===== src/rtl/sm3x_pkg.sv =====
package sm3x_pkg;
  localparam int WORD_W = 32;
  localparam int LANES  = 4;
  localparam int VEC_W  = WORD_W * LANES;

  typedef logic [WORD_W-1:0] word_t;

  // Left rotate, count reduced modulo the word width.
  function automatic word_t rol(input word_t x, input int n);
    int s;
    s = n % WORD_W;
    if (s == 0) return x;
    return (x << s) | (x >> (WORD_W - s));
  endfunction

  // Linear mixing used at the end of step one.
  function automatic word_t mix_p1(input word_t x);
    return x ^ rol(x, 15) ^ rol(x, 23);
  endfunction

  // Feedback term applied to the last lane of step two.
  function automatic word_t fold_fb(input word_t x);
    return rol(x, 6) ^ rol(x, 15) ^ rol(x, 30);
  endfunction
endpackage


===== src/rtl/sm3x_step_one.sv =====
module sm3x_step_one
  import sm3x_pkg::*;
(
  input  logic [VEC_W-1:0] a,
  input  logic [VEC_W-1:0] b,
  input  logic [VEC_W-1:0] c,
  output logic [VEC_W-1:0] y
);
  localparam int LAST = LANES - 1;

  for (genvar k = 0; k < LANES; k++) begin : g_lane
    word_t t;
    if (k < LAST) begin : g_rot
      assign t = a[k*WORD_W +: WORD_W] ^ c[k*WORD_W +: WORD_W]
               ^ rol(b[k*WORD_W +: WORD_W], 15);
    end else begin : g_plain
      assign t = a[k*WORD_W +: WORD_W] ^ c[k*WORD_W +: WORD_W];
    end
    assign y[k*WORD_W +: WORD_W] = mix_p1(t);
  end

  // The top word of b takes no part in this step.
  logic unused_b_top;
  assign unused_b_top = ^b[LAST*WORD_W +: WORD_W];
endmodule


===== src/rtl/sm3x_step_two.sv =====
module sm3x_step_two
  import sm3x_pkg::*;
(
  input  logic [VEC_W-1:0] a,
  input  logic [VEC_W-1:0] b,
  input  logic [VEC_W-1:0] c,
  output logic [VEC_W-1:0] y
);
  localparam int LAST = LANES - 1;

  word_t u [LANES];

  for (genvar k = 0; k < LANES; k++) begin : g_lane
    assign u[k] = rol(b[k*WORD_W +: WORD_W], 7) ^ c[k*WORD_W +: WORD_W]
                ^ a[k*WORD_W +: WORD_W];
    if (k < LAST) begin : g_direct
      assign y[k*WORD_W +: WORD_W] = u[k];
    end else begin : g_fed
      assign y[k*WORD_W +: WORD_W] = u[k] ^ fold_fb(u[0]);
    end
  end
endmodule


===== src/rtl/sm3x_out_stage.sv =====
module sm3x_out_stage #(
  parameter int W = 128
) (
  input  logic         clk,
  input  logic         rst,
  input  logic         in_valid,
  output logic         in_ready,
  input  logic [W-1:0] d,
  output logic         out_valid,
  input  logic         out_ready,
  output logic [W-1:0] q
);
  logic         full_q;
  logic [W-1:0] data_q;
  logic         take;

  assign in_ready = !full_q || out_ready;
  assign take     = in_valid && in_ready;

  always_ff @(posedge clk) begin
    if (rst) begin
      full_q <= 1'b0;
    end else if (take) begin
      full_q <= 1'b1;
    end else if (out_ready) begin
      full_q <= 1'b0;
    end
  end

  always_ff @(posedge clk) begin
    if (take) data_q <= d;
  end

  assign out_valid = full_q;
  assign q         = data_q;
endmodule


===== src/rtl/sm3_msgexp_unit.sv =====
module sm3_msgexp_unit
  import sm3x_pkg::*;
(
  input  logic             clk,
  input  logic             rst,
  input  logic             in_valid,
  output logic             in_ready,
  input  logic             op_sel,
  input  logic [VEC_W-1:0] opnd_a,
  input  logic [VEC_W-1:0] opnd_b,
  input  logic [VEC_W-1:0] opnd_c,
  output logic             out_valid,
  input  logic             out_ready,
  output logic [VEC_W-1:0] out_data
);
  logic [VEC_W-1:0] res_one;
  logic [VEC_W-1:0] res_two;
  logic [VEC_W-1:0] res_sel;

  sm3x_step_one u_one (.a(opnd_a), .b(opnd_b), .c(opnd_c), .y(res_one));
  sm3x_step_two u_two (.a(opnd_a), .b(opnd_b), .c(opnd_c), .y(res_two));

  assign res_sel = op_sel ? res_two : res_one;

  sm3x_out_stage #(.W(VEC_W)) u_out (
    .clk      (clk),
    .rst      (rst),
    .in_valid (in_valid),
    .in_ready (in_ready),
    .d        (res_sel),
    .out_valid(out_valid),
    .out_ready(out_ready),
    .q        (out_data)
  );
endmodule


===== config.mk =====
export PLATFORM = sky130hd
export DESIGN_NAME = sm3_msgexp_unit
export DESIGN_NICKNAME = d
export VERILOG_FILES = /design/src/rtl/sm3x_pkg.sv /design/src/rtl/sm3x_step_one.sv /design/src/rtl/sm3x_step_two.sv /design/src/rtl/sm3x_out_stage.sv /design/src/rtl/sm3_msgexp_unit.sv
export SDC_FILE = /design/constraint.sdc
export NUM_CORES = 1
export LEC_CHECK = 0
export BUFFER_PORTS_ARGS = -buffer_cell sky130_fd_sc_hd__buf_2
export CELL_PAD_IN_SITES_DETAIL_PLACEMENT = 0
export CELL_PAD_IN_SITES_GLOBAL_PLACEMENT = 1
export CORE_AREA = 5 5 199 201
export DETAILED_ROUTE_END_ITERATION = 12
export DIE_AREA = 0 0 204 206
export GPL_ROUTABILITY_DRIVEN = 1
export PLACE_DENSITY_LB_ADDON = 0.1
export SETUP_SLACK_MARGIN = 0.05
export SYNTH_ARGS = -nofsm -noshare
export SYNTH_HDL_FRONTEND = slang
export SYNTH_SLANG_ARGS = --single-unit

===== constraint.sdc =====
create_clock -name clk -period 5.31 [get_ports clk]
set_clock_uncertainty 0.15 [all_clocks]
set_input_delay 0.7965 -clock clk [delete_from_list [all_inputs] [get_ports clk]]
set_output_delay 0.7965 -clock clk [all_outputs]
set_load 0.01 [all_outputs]

==> summary.txt, run 1 <==
Remaining DRCs: 0
Post-Route Setup TNS: 0 ns
R2R depth: 3
final antenna-violating net count: 0
CTS tree: built
min-delay worst type: input port to flip-flop
input/output buffers: 518
Final GP Congestion: 0.816
reg2reg end: u_out.q[25]
final wirelength: 42,500 um
Leak: 6.74 nW
synth unique cells: 24
most frequent CP cell: xnor2_1
first-pass GRT wire length: 60,100 um
Clk pin slew, worst setup/hold paths: 0.06 ns
average size of a mapped cell: 11.1 um^2
Chip Width: 204 um
I/O Pins: 519
H-tree depth: 4
post-layout min period: 2.46 ns
CP Capture Point: u_out.q[113]
top cells by count, synth: xnor2_1 (478), xor2_1 (159), edfxtp_1 (128)
r2r startpoint: u_out.out_valid
Worst VDD drop: 170 uV
most frequent cell after synthesis: xnor2_1
via count of the first global-routing pass: 9,745
Synth area leaders: xnor2_1 (34%), edfxtp_1 (31%), xor2_1 (11%)
core area: 37,400 um^2
layout cell share with drive strength beyond 1: 0.342
P&R area growth vs syn: 30.4%
Final Power: 4.88 mW
Vias/cell: 4.35
MaxCap Viol Count: 0
Cell Chain, Critical Path: buf_2 -> xnor2_1 -> xor3_1 -> xor2_1 -> a21oi_1 -> xnor2_1
die area: 42,000 um^2
post-CTS sizing: 0
Crit-path slowest cell: xnor2_1
CTS Buf Count: 17
total number of yosys warnings: 0
largest net degree at the start of global routing: 129
Max Slew Vio Count: 0
endpoint class of the critical path: flip-flop
CP Launch Type: input port
setup violators final: 0
Cell Area, Synth: 12,200 um^2
RSZ-0062 raised after global routing: false
hold buffer count at cts: 0
Die Y: 206 um
register bit total from synthesis: 129
Fmax: 0.407 GHz
initial core utilization: 0.327
initial antenna violation count: 19
Post-CTS Setup Repair Bufs: 0
drt wl/cell: 19.8 um
Slew @ Worst Pin: 0.878 ns
Syn Inst Count: 1,104
relative slew slack: 0.410
Rows: 71
clock root cell: clkbuf_16
Crit Path Class: input port to flip-flop
outcome: finished, final reports clean
Overall Global Routing Usage: 0.193
DP Wirelength: 35,300 um
worst-skew pair later-pin latency: 0.42 ns
Critical Path RT: 5.33 ns
drt pass-1 iters: 4
asr flop ratio synth: 0
post-synthesis sequential area ratio: 0.316
worst endpoint data arrival time: 2.47 ns
nets: 2,003
Yosys top cell by area: xnor2_1
final hold vios: 0
GRT overflow: 0
Reg2Reg Setup Slack: 3.50 ns
post-synth top area share: 0.342
Post-synth EDFFs: 128
ys flop type: edfxtp_1
hold path startpoint: rst
Tcrit/Tclk final: 0.463
CTS max path bufs: 2
synthesized net count: 1,493
Critical path origin: opnd_c[11]
Max stage delay on crit path: 0.70 ns
Crit Path Max Fanout: 5
CTS sink cnt: 129
initial drt markers: 353
vias: 9,324
pwr dens: 306 nW/um^2
[critical path: cells and delay by family]
kind | cells | cell delay, ns
XOR/XNOR | 4 | 1.39
AO/OA/AOI/OAI | 1 | 0.19
buffers and inverters | 1 | 0.10
[per-stage QoR]
| stage | instance area (um^2) | utilization | hold WS [ns] | setup WS, ns | cells |
|---|---|---|---|---|---|
| after detailed placement | 15400 | 0.412 | 0.388 | 2.37 | 2106 |
| after global placement | 15400 | 0.412 | 0.371 | 2.36 | 2106 |
| final | 16000 | 0.427 | 0.378 | 2.85 | 2144 |
| after floorplan | 12200 | - | 0.443 | 0.701 | 1104 |
| after CTS | 15900 | 0.426 | 0.342 | 2.84 | 2137 |
| after global routing | 16000 | 0.427 | 0.360 | 2.74 | 2144 |
[area by class of cell]
class	count	area (um^2)
antenna	7	17.5
clock buffer	20	437
clock inverter	11	96.3
fill	3768	21400
inverter	1	3.75
multi-input combinational	944	8260
sequential	129	3860
tap	511	639
timing repair buffer	521	2650
[worst min-delay path by stage]
stage,to,slack (ns),cells after the start
6_report,u_out.out_valid,0.38,2
5_1_grt,u_out.out_valid,0.36,2
4_1_cts,u_out.out_valid,0.34,2
3_5_place_dp,u_out.out_valid,0.39,2
3_3_place_gp,u_out.out_valid,0.37,2
2_1_floorplan,u_out.out_valid,0.44,2
[sequential cells by signal (all words and copies together), names as in the netlist]
name             cells
u_out.out_valid      1
u_out.q            128
[metal layers]
layer  GRT usage  share of wire  vias up  wire length (um)
met2       0.340           0.50      315             21300
met3      0.0653          0.083       46              3530
li1            -              -     4655                 -
met5           0         0.0038        -               161
met4      0.0577          0.014       24               585
met1       0.224           0.40     4284             16800
[kinds of logic after synthesis]
logic type / synth area share
muxes: 0.0162
AOI/OAI and AO/OA: 0.0453
and+or+nand+nor: 0.0345
xor gates and xnor gates: 0.579
buffers and inverters: 0.00981
DFF: 0.316
[where the power goes]
group	internal, mW	leakage [nW]	switching, mW
logic	1.14	5.23	1.15
clock network	0.675	0.260	0.458
registers	1.40	1.25	0.0513
total	3.21	6.74	1.66
[cells in the final DEF (no fill, tap or decap)]
| cell type | n |
|---|---|
| a21oi_1 | 32 |
| a21oi_2 | 1 |
| and2_4 | 1 |
| buf_12 | 2 |
| buf_2 | 517 |
| buf_4 | 1 |
| buf_6 | 1 |
| bufinv_16 | 2 |
| clkbuf_1 | 3 |
| clkbuf_16 | 17 |
| clkinv_1 | 7 |
| clkinv_2 | 2 |
| dfxtp_1 | 1 |
| diode_2 | 7 |
| edfxtp_1 | 128 |
| inv_1 | 1 |
| mux2_2 | 6 |
| mux2i_1 | 13 |
| nand2_1 | 77 |
| nand2b_1 | 1 |
| nor2_1 | 32 |
| o21ai_0 | 77 |
| xnor2_1 | 478 |
| xnor2_2 | 3 |
| xnor3_1 | 50 |
| xnor3_2 | 1 |
| xor2_1 | 159 |
| xor2_2 | 1 |
| xor3_1 | 11 |
| xor3_2 | 1 |
Note: power is estimated with default switching activity, not from simulation.
==> run 2: changes to the inputs <==
- clock period: 5.31 -> 2.5 ns (I/O delays scaled with it)
==> summary.txt, run 2 (synthesized netlist as in run 1, its figures left out) <==
outcome: finished, final reports clean
core area: 37,400 um^2 (unchanged)
setup violators final: 0 (unchanged)
H-tree depth: 4 (unchanged)
GRT overflow: 0 (unchanged)
pwr dens: 646 nW/um^2 (+110%)
hold buffer count at cts: 1 (+1)
final hold vios: 0 (unchanged)
input/output buffers: 518 (unchanged)
Hold Path Depth: 3 (+1)
max reg flops: 128 (unchanged)
layout cell share with drive strength beyond 1: 0.363 (+0.0208)
internal power: 6.95 mW (+120%)
Chip Width: 204 um (unchanged)
worst-skew pair later-pin latency: 0.42 ns (about the same)
Crit-path slowest cell: xnor3_1
MaxCap Viol Count: 0 (unchanged)
CTS max path bufs: 2 (unchanged)
Fmax: 0.569 GHz
Die Y: 206 um (unchanged)
Leak: 6.97 nW (+3.3%)
Post-CTS Setup Repair Bufs: 0 (unchanged)
Cell Chain, Critical Path: buf_2 -> xnor3_1 -> xnor3_1 -> mux2_2 -> xnor2_1
RSZ-0062 raised after global routing: false
post-CTS sizing: 0 (unchanged)
reg2reg end: u_out.q[85]
Crit Path Max Fanout: 3 (-2)
Tcrit/Tclk final: 0.703
Reg2Reg Setup Slack: 0.88 ns (-2.62 ns)
CP Launch Type: input port
CTS tree: built
worst endpoint data arrival time: 1.78 ns (-0.69 ns)
most frequent cells in the layout: buf_2 (517), xnor2_1 (478), xor2_1 (159), edfxtp_1 (128)
first-pass GRT wire length: 61,200 um (+1.8%)
r2r startpoint: u_out.out_valid
relative slew slack: 0.546 (+0.135)
switching part of the total power: 0.343 (+0.00173)
endpoint class of the critical path: flip-flop
Max Slew Vio Count: 0 (unchanged)
DP Wirelength: 36,200 um (+2.5%)
Rows: 71 (unchanged)
Overall Global Routing Usage: 0.196 (+0.00242)
R2R depth: 3 (unchanged)
WHS Endpoint: u_out.out_valid
Clk pin slew, worst setup/hold paths: 0.06 ns (about the same)
I/O Pins: 519 (unchanged)
Remaining DRCs: 0 (unchanged)
Util after Layout: 0.438 (+0.0108)
initial core utilization: 0.327 (unchanged)
most common cell after layout, fill and taps aside: buf_2
die area: 42,000 um^2 (unchanged)
CTS sink cnt: 129 (unchanged)
Critical Path RT: 2.52 ns (-2.81 ns)
Flop pwr share: 0.290 (-0.007)
final antenna-violating net count: 0 (unchanged)
nets: 2,044 (+2.0%)
clock power share: 0.238 (+0.006)
Worst VDD drop: 316 uV (+86%)
hold path startpoint: in_valid
initial drt markers: 304 (-14%)
final wirelength: 42,900 um (+1.1%)
Sw Pwr: 3.63 mW (+120%)
vias: 9,563 (+2.6%)
largest net degree at the start of global routing: 54 (-58%)
min-delay worst type: input port to flip-flop
P&R area growth vs syn: 33.7%
clock root cell: clkbuf_16
Vias/cell: 4.38 (+0.73%)
Final GP Congestion: 0.825 (+1.2%)
Max stage delay on crit path: 0.47 ns (-0.23 ns)
post-layout min period: 1.76 ns
Post-Route Setup TNS: 0 ns (unchanged)
drt wl/cell: 19.7 um (-0.73%)
Crit Path Class: input port to flip-flop
drt pass-1 iters: 4 (unchanged)
CTS Buf Count: 17 (unchanged)
via count of the first global-routing pass: 10,000 (+2.9%)
combinational power share: 0.472 (about the same)
Slew @ Worst Pin: 0.677 ns (-0.202 ns)
initial antenna violation count: 18 (-1)
most frequent CP cell: xnor3_1
[run 2: worst max path at each step]
stage,from,to,slack [ns],cells after the start
after detailed placement,opnd_c[20],u_out.q[114],0.29,5
after global placement,opnd_c[20],u_out.q[114],0.28,5
after CTS,opnd_c[20],u_out.q[114],0.75,5
after global routing,opnd_b[12],u_out.q[10],0.67,6
final,opnd_c[20],u_out.q[114],0.74,5
after floorplan,out_ready,u_out.q[0],0.41,2
[run 2: layout make-up]
| type | instances | area [um^2] |
|---|---|---|
| Sequential cell | 129 | 3860 |
| Clock inverter | 14 | 143 |
| Timing Repair Buffer | 562 | 3020 |
| Antenna cell | 4 | 10.0 |
| Clock buffer | 18 | 429 |
| Fill cell | 3776 | 21000 |
| Inverter | 1 | 3.75 |
| Tap cell | 511 | 639 |
| Multi-Input combinational cell | 944 | 8260 |
[run 2: worst max-delay path, delay by kind of cell]
kind / cells / cell delay [ns]
XOR/XNOR: 3 / 1.00
multiplexers: 1 / 0.28
buffers and inverters: 1 / 0.12
[run 2: per-stage QoR]
stage,cells,setup slack (ns),cell area [um^2],power [mW],hold WS (ns)
finish,2183,0.743,16400,10.6,0.0458
global route,2182,0.673,16400,11.3,0.0546
CTS,2179,0.752,16400,10.8,0.0174
detailed placement,2146,0.287,15800,8.18,0.379
global placement,2146,0.284,15800,8.15,0.369
floorplan,1104,0.409,12200,6.54,0.294
[run 2: power groups by stage]
stage                     combinational [mW]  clock, mW  sequential, mW
final                                   4.99       2.51            3.07
after global routing                    5.47       2.69            3.10
after CTS                               5.09       2.61            3.08
after detailed placement                5.07          0            3.11
after global placement                  5.04          0            3.11
after floorplan                         3.24          0            3.31
[run 2: layer usage]
metal	vias to the layer above	share of wire	GRT usage
li1	4746	-	-
met1	4426	0.39	0.220
met2	318	0.51	0.354
met3	45	0.090	0.0777
met4	28	0.011	0.0380
met5	-	0.0043	0
==> run 3: changes to the inputs <==
- ABC_AREA: default -> 1
- CORE_AREA: 5 5 199 201 -> default
- CORE_MARGIN: default -> 5
- CORE_UTILIZATION: default -> 35
- DIE_AREA: 0 0 204 206 -> default
- clock period: 2.5 -> 1.7 ns (I/O delays scaled with it)
==> summary.txt, run 3 <==
hold path startpoint: opnd_b[65]
drt wl/cell: 15.9 um (-19%)
initial drt markers: 1,436 (+370%)
combinational power share: 0.437 (-0.035)
Adder-Cell Fraction of Synth Area: 0 (unchanged)
CTS max path bufs: 2 (unchanged)
post-synthesis sequential area ratio: 0.224 (-0.0915)
nets: 4,194 (+110%)
worst-skew pair later-pin latency: 0.47 ns (+0.05 ns)
WHS Endpoint: u_out.q[72]
Sw Pwr: 5.80 mW (+60%)
Synth area leaders: nand2_1 (44%), edfxtp_1 (22%), nand3_1 (10%)
largest net degree at the start of global routing: 70 (+30%)
r2r startpoint: u_out.out_valid
Final GP Congestion: 0.918 (+11%)
CTS tree: built
switching part of the total power: 0.407 (+0.0644)
input/output buffers: 518 (unchanged)
total number of yosys warnings: 0 (unchanged)
Placed Instance Area: 20,900 um^2 (+33%)
Remaining DRCs: 0 (unchanged)
initial antenna violation count: 16 (-2)
R2R depth: 3 (unchanged)
final antenna-violating net count: 0 (unchanged)
drt pass-1 iters: 6 (+2)
max reg flops: 128 (unchanged)
Vias/cell: 4.77 (+9.0%)
Crit Path Class: input port to flip-flop
CTS sink cnt: 129 (unchanged)
Cell Area, Synth: 17,200 um^2 (+41%)
Yosys top cell by area: nand2_1
Cell Chain, Critical Path: dlygate4sd3_1 -> buf_2 -> inv_1 -> nand2_1 -> nand2_1 -> nand2_2 -> nand2_2 -> nand2_1 -> nand2_1 -> nand2_1 -> nand3_1 -> nand2_1
post-synth top area share: 0.437 (+0.0946)
most frequent cells in the layout: nand2_1 (1,999), buf_2 (516), inv_1 (394), nand3_1 (342), edfxtp_1 (128)
Rows: 81 (+14%)
Slew @ Worst Pin: 0.433 ns (-0.244 ns)
Crit Path Max Fanout: 4 (+1)
FILL cells: 5,367 (+42%)
Synth Area in Compound Gates: 0.0119 (-0.0334)
CTS Buf Count: 17 (unchanged)
initial core utilization: 0.353 (+0.0256)
average size of a mapped cell: 5.30 um^2 (-52%)
Clk pin slew, worst setup/hold paths: 0.06 ns (about the same)
most frequent CP cell: nand2_1
reg2reg end: u_out.q[27]
internal power: 8.44 mW (+22%)
synthesized net count: 3,641 (+140%)
final hold vios: 0 (unchanged)
Critical Path RT: 1.78 ns (-0.74 ns)
post-layout min period: 1.58 ns
relative slew slack: 0.709 (+0.164)
simple-gate share of the synthesized area: 0.589 (+0.554)
vias: 21,500 (+120%)
setup violators final: 0 (unchanged)
Final Power: 14.2 mW (+35%)
layout cell share with drive strength beyond 1: 0.189 (-0.173)
MaxCap Viol Count: 0 (unchanged)
worst endpoint data arrival time: 1.66 ns (-0.12 ns)
Crit-path slowest cell: dlygate4sd3_1
top cells by count, synth: nand2_1 (2,005), inv_1 (397), nand3_1 (343)
DP Wirelength: 60,200 um (+66%)
register bit total from synthesis: 129 (unchanged)
Post-synth EDFFs: 128 (unchanged)
Chip Width: 232 um (+14%)
design area: 21,600 um^2 (+32%)
endpoint class of the critical path: flip-flop
most common cell after layout, fill and taps aside: nand2_1
Die Y: 232 um (+13%)
Syn Inst Count: 3,252 (+190%)
Tcrit/Tclk final: 0.930
CP Launch Type: input port
clock power share: 0.272 (+0.034)
RSZ-0062 raised after global routing: false
largest family of logic cells by synthesized area: simple AND/OR/NAND/NOR gates
Max stage delay on crit path: 0.53 ns (+0.06 ns)
Hold Path Depth: 4 (+1)
pwr dens: 659 nW/um^2 (+1.9%)
kind of cell adding the most delay to the critical path: buffers and inverters
Flop pwr share: 0.291 (about the same)
asr flop ratio synth: 0 (unchanged)
GRT overflow: 0 (unchanged)
mux cell area share after synthesis: 0 (-0.0162)
Worst VDD drop: 523 uV (+65%)
Max Slew Vio Count: 0 (unchanged)
Fmax: 0.632 GHz
most frequent cell after synthesis: nand2_1
Leak: 13.4 nW (+93%)
Reg2Reg Setup Slack: 0.28 ns (-0.60 ns)
min-delay worst type: input port to flip-flop
core area: 48,800 um^2 (+31%)
XOR/XNOR Fraction of Synth Area: 0.0738 (-0.505)
ys flop type: edfxtp_1
final wirelength: 71,400 um (+66%)
die area: 53,800 um^2 (+28%)
first-pass GRT wire length: 106,000 um (+73%)
via count of the first global-routing pass: 19,600 (+95%)
I/O Pins: 519 (unchanged)
synth unique cells: 20 (-17%)
H-tree depth: 4 (unchanged)
P&R area growth vs syn: 25.5%
Overall Global Routing Usage: 0.253 (+0.0572)
Worst Path Buf+Inv: 3 (+2)
clock root cell: clkbuf_16
outcome: finished, final reports clean
run 3: final cells by class:
| cell class | count | area (um^2) | share of cell area |
|---|---|---|---|
| Timing Repair Buffer | 561 | 3050 | 0.141 |
| Clock inverter | 13 | 144 | 0.00665 |
| Multi-Input combinational cell | 2665 | 11700 | 0.539 |
| Inverter | 431 | 1620 | 0.0749 |
| Clock buffer | 19 | 433 | 0.0200 |
| Tap cell | 664 | 831 | 0.0384 |
| Sequential cell | 129 | 3860 | 0.179 |
| Antenna cell | 12 | 30.0 | 0.00139 |
run 3: timing repair:
action | in CTS | in global routing
buffers inserted | 0 | 0
hold buffers | 5 | 0
endpoints found under the setup margin | 0 | 6
resized for setup | 0 | 11
endpoints found under the hold margin | 4 | 0
run 3: tightest hold or removal path: stages:
cell	delay, ns
buf_2	0.12
nand2_1	0.06
nand3_1	0.06
nand2_1	0.07
run 3: worst max path at each step:
stage,from,to,slack [ns],depth (start not counted)
after global routing,opnd_b[93],u_out.q[67],0.05,12
after floorplan,u_out.out_valid,u_out.q[0],-1.35,1
after global placement,opnd_a[125],u_out.q[125],-0.05,11
after CTS,opnd_b[91],u_out.q[65],0.07,13
after detailed placement,opnd_a[125],u_out.q[125],-0.04,11
final,opnd_b[93],u_out.q[76],0.12,12
run 3: logic make-up (layout without fill, tap and decap cells):
family | Yosys count | after routing
xor gates and xnor gates | 141 | 141
buffers and inverters | 458 | 1024
other | 0 | 12
AOI/OAI and AO/OA | 41 | 41
DFF | 129 | 129
and+or+nand+nor | 2483 | 2483
run 3: through the flow:
stage	util	hold slack [ns]	cells	TNS, ns	setup WS [ns]
2_1_floorplan	-	0.167	3252	-172.29	-1.35
3_3_place_gp	0.429	0.257	4446	-0.121	-0.0456
3_5_place_dp	0.429	0.260	4446	-0.0364	-0.0364
4_1_cts	0.442	0.00389	4483	0	0.0701
5_1_grt	0.442	0.0484	4487	0	0.0468
6_report	0.443	0.0473	4494	0	0.118
run 3: power groups by stage:
| stage | logic, mW | clock network [mW] | registers, mW |
|---|---|---|---|
| floorplan | 3.68 | 0 | 4.33 |
| global placement | 6.08 | 0 | 4.21 |
| detailed placement | 6.18 | 0 | 4.20 |
| CTS | 6.21 | 3.98 | 4.14 |
| global route | 7.02 | 4.07 | 4.16 |
| finish | 6.23 | 3.87 | 4.14 |
run 3: per-layer routing:
metal  track usage  vias up  part of all wire
li1              -    11100                 -
met3        0.0471       77             0.062
met5             0        -           0.00080
met1         0.322     9676              0.44
met4        0.0643        8             0.019
met2         0.441      633              0.48
